File: src/rtl/bridge_gate_pkg.sv
package bridge_gate_pkg;

  localparam int NLEG = 2;

  typedef enum logic [1:0] {
    LEG_OFF  = 2'b00,
    LEG_LOW  = 2'b01,
    LEG_HIGH = 2'b10
  } leg_cmd_e;

  typedef struct packed {
    logic fwd;
    logic drive_on;
    logic slow_sel;
  } bridge_mode_t;

  // Each decision is the XOR of a pin with its register bit.
  function automatic bridge_mode_t resolve_mode(
    input logic dir_pin, input logic dir_bit,
    input logic en_pin, input logic en_bit,
    input logic decay_pin, input logic decay_bit
  );
    bridge_mode_t m;
    m.fwd      = dir_pin ^ dir_bit;
    m.drive_on = en_pin ^ en_bit;
    m.slow_sel = decay_pin ^ decay_bit;
    return m;
  endfunction

  // Unmasked command for one leg (0 = A, 1 = B).
  function automatic leg_cmd_e leg_request(
    input bridge_mode_t m, input logic fast, input int unsigned leg
  );
    logic high_side;
    high_side = (leg == 0) ? m.fwd : !m.fwd;
    if (m.drive_on) return high_side ? LEG_HIGH : LEG_LOW;
    if (!m.slow_sel && fast) return LEG_OFF;
    return LEG_LOW;
  endfunction

endpackage

File: src/rtl/bridge_cmd_decode.sv
module bridge_cmd_decode
  import bridge_gate_pkg::*;
(
  input  bridge_mode_t    mode,
  input  logic            fast_phase,
  input  logic            kill_all,
  input  logic            kill_high,
  output logic [NLEG-1:0] req_h,
  output logic [NLEG-1:0] req_l
);

  for (genvar g = 0; g < NLEG; g++) begin : g_leg
    leg_cmd_e cmd;
    assign cmd      = leg_request(mode, fast_phase, g);
    assign req_h[g] = !kill_all && !kill_high && (cmd == LEG_HIGH);
    assign req_l[g] = !kill_all && (cmd == LEG_LOW);
  end

endmodule

File: src/rtl/bridge_leg_dt.sv
module bridge_leg_dt #(
  parameter int DT_W = 4
) (
  input  logic            clk,
  input  logic            rst_n,
  input  logic [DT_W-1:0] dead_time,
  input  logic            req_h,
  input  logic            req_l,
  output logic            q_h,
  output logic            q_l
);

  localparam logic [DT_W-1:0] IDLE_SAT = '1;

  logic [DT_W-1:0] idle_cnt;
  logic            leg_ready;
  logic            h_next;
  logic            l_next;

  assign leg_ready = !q_h && !q_l && (idle_cnt >= dead_time);
  assign h_next    = req_h && (q_h || leg_ready);
  assign l_next    = req_l && (q_l || leg_ready);

  always_ff @(posedge clk or negedge rst_n) begin
    if (!rst_n) begin
      q_h      <= 1'b0;
      q_l      <= 1'b0;
      idle_cnt <= IDLE_SAT;
    end else begin
      q_h <= h_next;
      q_l <= l_next;
      if (q_h || q_l)             idle_cnt <= '0;
      else if (idle_cnt != IDLE_SAT) idle_cnt <= idle_cnt + 1'b1;
    end
  end

  assert_leg_exclusive_R8: assert property (@(posedge clk) disable iff (!rst_n)
    !(q_h && q_l));

  assert_high_after_break_R9: assert property (@(posedge clk) disable iff (!rst_n)
    $rose(q_h) |-> !$past(q_l));

  assert_low_after_break_R9: assert property (@(posedge clk) disable iff (!rst_n)
    $rose(q_l) |-> !$past(q_h));

endmodule

File: src/rtl/bridge_gate_ctrl.sv
module bridge_gate_ctrl
  import bridge_gate_pkg::*;
#(
  parameter int DT_W = 4
) (
  input  logic            clk,
  input  logic            rst_n,
  input  logic            dir_pin,
  input  logic            dir_bit,
  input  logic            en_pin,
  input  logic            en_bit,
  input  logic            decay_pin,
  input  logic            decay_bit,
  input  logic            fast_phase,
  input  logic            wake_ready,
  input  logic            run_bit,
  input  logic            fault_temp,
  input  logic            fault_vreg,
  input  logic            fault_vb,
  input  logic [DT_W-1:0] dead_time,
  output logic            gate_ah,
  output logic            gate_al,
  output logic            gate_bh,
  output logic            gate_bl
);

  bridge_mode_t    mode_w;
  logic            kill_all;
  logic            kill_high;
  logic [NLEG-1:0] req_h;
  logic [NLEG-1:0] req_l;
  logic [NLEG-1:0] q_h;
  logic [NLEG-1:0] q_l;

  assign mode_w    = resolve_mode(dir_pin, dir_bit, en_pin, en_bit, decay_pin, decay_bit);
  assign kill_all  = fault_temp || fault_vreg || !run_bit || !wake_ready;
  assign kill_high = fault_vb;

  bridge_cmd_decode u_decode (
    .mode       (mode_w),
    .fast_phase (fast_phase),
    .kill_all   (kill_all),
    .kill_high  (kill_high),
    .req_h      (req_h),
    .req_l      (req_l)
  );

  for (genvar g = 0; g < NLEG; g++) begin : g_leg
    bridge_leg_dt #(.DT_W(DT_W)) u_leg (
      .clk       (clk),
      .rst_n     (rst_n),
      .dead_time (dead_time),
      .req_h     (req_h[g]),
      .req_l     (req_l[g]),
      .q_h       (q_h[g]),
      .q_l       (q_l[g])
    );
  end

  assign gate_ah = q_h[0];
  assign gate_al = q_l[0];
  assign gate_bh = q_h[1];
  assign gate_bl = q_l[1];

  assert_vb_highs_open_R5: assert property (@(posedge clk) disable iff (!rst_n)
    kill_high |=> (!gate_ah && !gate_bh));

  assert_fault_all_open_R6: assert property (@(posedge clk) disable iff (!rst_n)
    (fault_temp || fault_vreg) |=> ({gate_ah, gate_al, gate_bh, gate_bl} == 4'b0000));

  assert_sleep_all_open_R7: assert property (@(posedge clk) disable iff (!rst_n)
    (!run_bit || !wake_ready) |=> ({gate_ah, gate_al, gate_bh, gate_bl} == 4'b0000));

  assert_one_diagonal_R1: assert property (@(posedge clk) disable iff (!rst_n)
    !((gate_ah && gate_bh) || (gate_ah && gate_al) || (gate_bh && gate_bl)));

endmodule

File: config.mk
export PLATFORM = sky130hd
export DESIGN_NAME = bridge_gate_ctrl
export DESIGN_NICKNAME = d
export VERILOG_FILES = /design/src/rtl/bridge_gate_pkg.sv /design/src/rtl/bridge_cmd_decode.sv /design/src/rtl/bridge_leg_dt.sv /design/src/rtl/bridge_gate_ctrl.sv
export SDC_FILE = /design/constraint.sdc
export NUM_CORES = 1
export LEC_CHECK = 0
export CORE_UTILIZATION = 40
export DETAILED_ROUTE_END_ITERATION = 6
export GPL_TIMING_DRIVEN = 0
export PLACE_DENSITY = 0.7
export SETUP_SLACK_MARGIN = 0.4
export SLEW_MARGIN = 20
export SYNTH_ARGS = -nofsm -noshare
export SYNTH_HDL_FRONTEND = slang
export SYNTH_HIERARCHICAL = 1
export SYNTH_SLANG_ARGS = --single-unit
File: constraint.sdc
create_clock -name clk -period 3.5 [get_ports clk]
set_input_delay 1.05 -clock clk [delete_from_list [all_inputs] [get_ports clk]]
set_output_delay 1.05 -clock clk [all_outputs]
set_load 0.05 [all_outputs]
-- Yosys cells after proc, flatten, opt, wreduce, memory -nomap -nowiden
Index checks and enable logic that the tools add are counted.
W data, S select, Z words.
- register bits after elaboration: 12
- word-level logic and storage cells: 70
- add/sub/neg operators: 2
- order comparisons: 2
- equality and inequality tests: 6
- multiplexer cells: 17
- bitwise gates (word level): 3
- reductions and logical operators: 34
- operators with widths (kind ; count):
    $mux W2 ; 10
    $mux W4 ; 4
    $logic_and A1 B1 Y1 ; 14
    $logic_not A1 Y1 ; 9
    $logic_or A1 B1 Y1 ; 9
    $add A4 B1 Y4 const B ; 2
    $ge A4 B4 Y1 ; 2
    $ne A4 B4 Y1 const B ; 2
    $eq A2 B1 Y1 const B ; 2
    $eq A2 B2 Y1 const B ; 2
    $reduce_bool A2 Y1 ; 2
    $mux W1 ; 3
    $xor A1 B1 Y1 ; 3

-- Depth between registers and ports, before layout
- word-level depth: 10
- depth in mapped cells: 5
- gate-level depth less buffers: 5

-- Cells and area by module
Netlist, hierarchy kept.
- by module, submodules not included (module ; instances ; cells each ; area an instance (um^2)):
    bridge_leg_dt ; 2 ; 35 ; 371.6
    bridge_cmd_decode ; 1 ; 6 ; 47.5
    bridge_gate_ctrl ; 1 ; 4 ; 37.5

-- Least setup slack after synthesis
OpenSTA, ideal clock, no wires.
- path type: input -> register
- start point: input dead_time[1]
- end point: register g_leg[0].u_leg.q_h
- data arrival time: 1.854 ns
- required time: 3.374 ns
- path slack: 1.521 ns
- stages: 5
- buffers on the path: 0
- path through: inv_1 -> ha_1 -> o211ai_2 -> a21oi_1 -> o311a_1
- word-level cells in the longest chain between the ends: 4
- RTL lines (element ; line ; RTL):
    start: declaration ; bridge_gate_ctrl.sv:20 ; input logic [DT_W-1:0] dead_time,
    $ge A4 B4 Y1 ; bridge_leg_dt.sv:20 ; assign leg_ready = !q_h && !q_l && (idle_cnt >= dead_time);
    $logic_and A1 B1 Y1 ; bridge_leg_dt.sv:20 ;
    $logic_or A1 B1 Y1 ; bridge_leg_dt.sv:21 ; assign h_next = req_h && (q_h || leg_ready);
    $logic_and A1 B1 Y1 ; bridge_leg_dt.sv:21 ;
    via g_leg[0].u_leg.h_next ; bridge_leg_dt.sv:17 ; logic h_next;
    end signal: assignment ; bridge_leg_dt.sv:30 ; q_h <= h_next;
    end: declaration ; bridge_leg_dt.sv:9 ; output logic q_h,
The timed path passes the listed nets, and every way through them passes these cells.
A chain may end at the register's enable or synchronous reset.

-- Worst setup path after layout
- start point: register g_leg[0].u_leg.q_l
- end point: output gate_al
- RTL lines (element ; line ; RTL):
    start: declaration ; bridge_leg_dt.sv:10 ; output logic q_l
    start signal: assignment ; bridge_leg_dt.sv:31 ; q_l <= l_next;
    end: declaration ; bridge_gate_ctrl.sv:22 ; output logic gate_al,
No word-level cell between the ends.

==> impl_metrics.py <==
metrics = {
    "logic_synthesis": {
        "syn-num-nets": 108,
        "synthTopCellsByArea": "dfstp_2, ha_1, dfrtp_1",
        "synth_area_um2": 828,
        "syn_area_per_cell_um2": 10.4,
        "synth_top_cell_area_share": 0.254,
        "synth_cells": 80,
        "synth_top_area_cell": "dfstp_2",
        "synth-seq-cells": 12,
        "ys_types": 24,
        "ys_seq_area_frac": 0.375,
        "ys.warnings.count": 6,
    },
    "sta": {
        "maxSlewViolCount": 0,
        "rsz0062_at_grt": "false",
        "final.period_utilization": 0.770,
        "holdWs_ns": 0.554,
        "hold_violations": 0,
        "fmax_mhz": 371,
        "min_period_ns": 2.69,
        "max_slew.worst_pin.slew_ns": 0.518,
        "setup_violations": 0,
        "max_slew_margin": 0.653,
        "fin_skew_ns": 0.00280,
        "tns_ns": 0,
        "worst_slack_ns": 0.806,
    },
    "placed_design": {
        "dp_hpwl_mm": 1.40,
        "gp_congestion": 0.717,
        "pre_cts_slack_ns": 0.928,
        "io_buffers": 21,
    },
    "drt": {
        "drc_errors": 0,
        "vias": 696,
        "post_drt_wl_per_cell_um": 13.0,
        "drtIter0Drc": 7,
        "wl_mm": 1.72,
        "first_pass_iters": 4,
        "viasPerCell": 5.27,
        "postRouteAntennaNets": 0,
    },
    "layout": {
        "drive_above_1_share": 0.162,
        "final_cell_mix": "clkdlybuf4s50_1, inv_1, ha_1",
        "seq_area_um2": 310,
        "syn2layout_area_growth_pct": 33.8,
        "fillers": 193,
        "fin_nets": 134,
        "diodes": 0,
        "mostFrequentLayoutCell": "clkdlybuf4s50_1",
        "multiInputGateArea_um2": 480,
    },
    "critical_path": {
        "startpoint_type": "register",
        "r2r_slack_ns": 1.99,
        "path_buf_inv": 1,
        "path_max_fanout": 8,
        "crit-reg2reg-capture": "g_leg[1].u_leg/q_l",
        "crit_chain": "clkdlybuf4s50_1",
        "worst_r2r_path_depth": 5,
        "end_kind": "output port",
        "critPathSlowestCell": "clkdlybuf4s50_1",
        "critPathCapture": "gate_al",
        "startpoint": "g_leg[0].u_leg/q_l",
        "timing.rr.start": "g_leg[1].u_leg/idle_cnt[0]",
        "cp_num_cells": 1,
        "max_stage_delay_ns": 0.86,
        "criticalPathCategory": "register to output port",
        "worstPathRequired_ns": 2.45,
        "arrival_ns": 1.64,
        "critical_path.top_delay_family": "buffers and inverters",
    },
    "grt": {
        "gr-total-overflow": 0,
        "grt_max_degree": 13,
        "grt_util_all_layers": 0.179,
        "grt_pass1_wl_mm": 2.69,
        "antenna_found_initial": 0,
        "first_global_vias": 639,
    },
    "clock_tree": {
        "post_cts_resized": 0,
        "htreeDepth": 1,
        "cts-root-buf": "clkbuf_4",
        "clock_sinks": 12,
        "clk_pin_slew_worst_paths_ns": 0.08,
        "cts_hold_buf": 0,
        "cts_tree": "built",
        "cts_buffer_depth": 2,
        "clkLatencyLatePin_ns": 0.27,
        "post-cts-setup-buffer-count": 0,
        "cts-buffers-inserted": 3,
    },
    "run_status": {
        "status": "complete, no violations",
    },
    "die": {
        "die_w_um": 47.5,
        "fp.dieH_um": 47.5,
        "rows": 16,
        "core_area_um2": 1960,
        "floorplan.die_area_um2": 2260,
        "num_io_pins": 22,
        "initial_core_util": 0.422,
    },
    "hold_path": {
        "hold_path.class": "register to register",
    },
    "job": {
        "cap_violations": 0,
    },
    "power": {
        "power_density_nw_per_um2": 627,
        "peakVddDrop_mv": 0.417,
        "leakagePower_nw": 0.514,
    },
}
stage by stage:
| step | area [um2] | instances | util | power, mW |
|---|---|---|---|---|
| after detailed placement | 1070 | 128 | 0.547 | 0.589 |
| after global placement | 1070 | 128 | 0.547 | 0.571 |
| after floorplan | 828 | 80 | - | 0.510 |
| final | 1110 | 132 | 0.565 | 0.695 |
| after global routing | 1110 | 132 | 0.565 | 0.758 |
| after CTS | 1110 | 132 | 0.565 | 0.703 |
sequential cells by signal, summed over array words and instances, names as in the netlist:
signal	cells
g_leg.u_leg/q_h	2
g_leg.u_leg/idle_cnt	8
g_leg.u_leg/q_l	2
worst min-delay path by stage:
stage,from,end,slack (ns),depth (start not counted)
6_report,g_leg[0].u_leg/q_h,g_leg[0].u_leg/idle_cnt[3],0.55,1
5_1_grt,g_leg[1].u_leg/idle_cnt[3],g_leg[1].u_leg/idle_cnt[3],0.59,2
4_1_cts,g_leg[0].u_leg/q_h,g_leg[0].u_leg/idle_cnt[3],0.56,1
3_5_place_dp,g_leg[0].u_leg/q_h,g_leg[0].u_leg/idle_cnt[3],0.54,1
3_3_place_gp,g_leg[0].u_leg/q_h,g_leg[0].u_leg/idle_cnt[3],0.53,1
2_1_floorplan,g_leg[0].u_leg/idle_cnt[3],g_leg[0].u_leg/idle_cnt[3],0.52,2
synth_stat cells (all sizes together):
cell type / instances
xnor2: 2
nand3: 4
o311a: 4
a21o: 2
nor2: 4
o211ai: 2
mux2i: 2
dfstp: 8
xor2: 3
a21oi: 2
a2111oi: 2
dfrtp: 4
nor4b: 1
nor3b: 1
nor2b: 1
nand2b: 4
ha: 10
inv: 10
nand4bb: 1
o21ai: 2
a211oi: 1
a31oi: 2
nor3: 7
and4bb: 1
kinds of logic (layout without fill, tap and decap cells):
kind of cell / Yosys count / in the layout / synth area share
multiplexers: 2 / 2 / 0.0242
XOR/XNOR: 5 / 5 / 0.0529
AND/OR/NAND/NOR: 24 / 24 / 0.171
AO/OA/AOI/OAI: 17 / 17 / 0.181
adder cells (fa/ha/maj): 10 / 10 / 0.151
flip-flops: 12 / 12 / 0.375
buffers and inverters: 10 / 35 / 0.0453
where the power goes:
group | internal (mW) | switching, mW | total, mW
clock | 0.0632 | 0.0466 | 0.110
combinational | 0.156 | 0.150 | 0.306
sequential | 0.224 | 0.0550 | 0.279
total | 0.444 | 0.251 | 0.695
routing by layer:
| layer | vias to the layer above | share of wire | global-route usage |
|---|---|---|---|
| li1 | 346 | - | - |
| met1 | 326 | 0.45 | 0.200 |
| met2 | 20 | 0.46 | 0.304 |
| met3 | 4 | 0.058 | 0.0264 |
| met4 | 0 | 0.032 | 0.137 |
| met5 | - | 0 | 0 |
area by class of cell:
class / instances / area share
multi-input cells: 58 / 0.433
flip-flops and latches: 12 / 0.280
repair buffers: 21 / 0.190
inverters: 10 / 0.0339
clock buffers: 4 / 0.0327
well taps: 27 / 0.0305
Power figures use the tool's default switching activity.
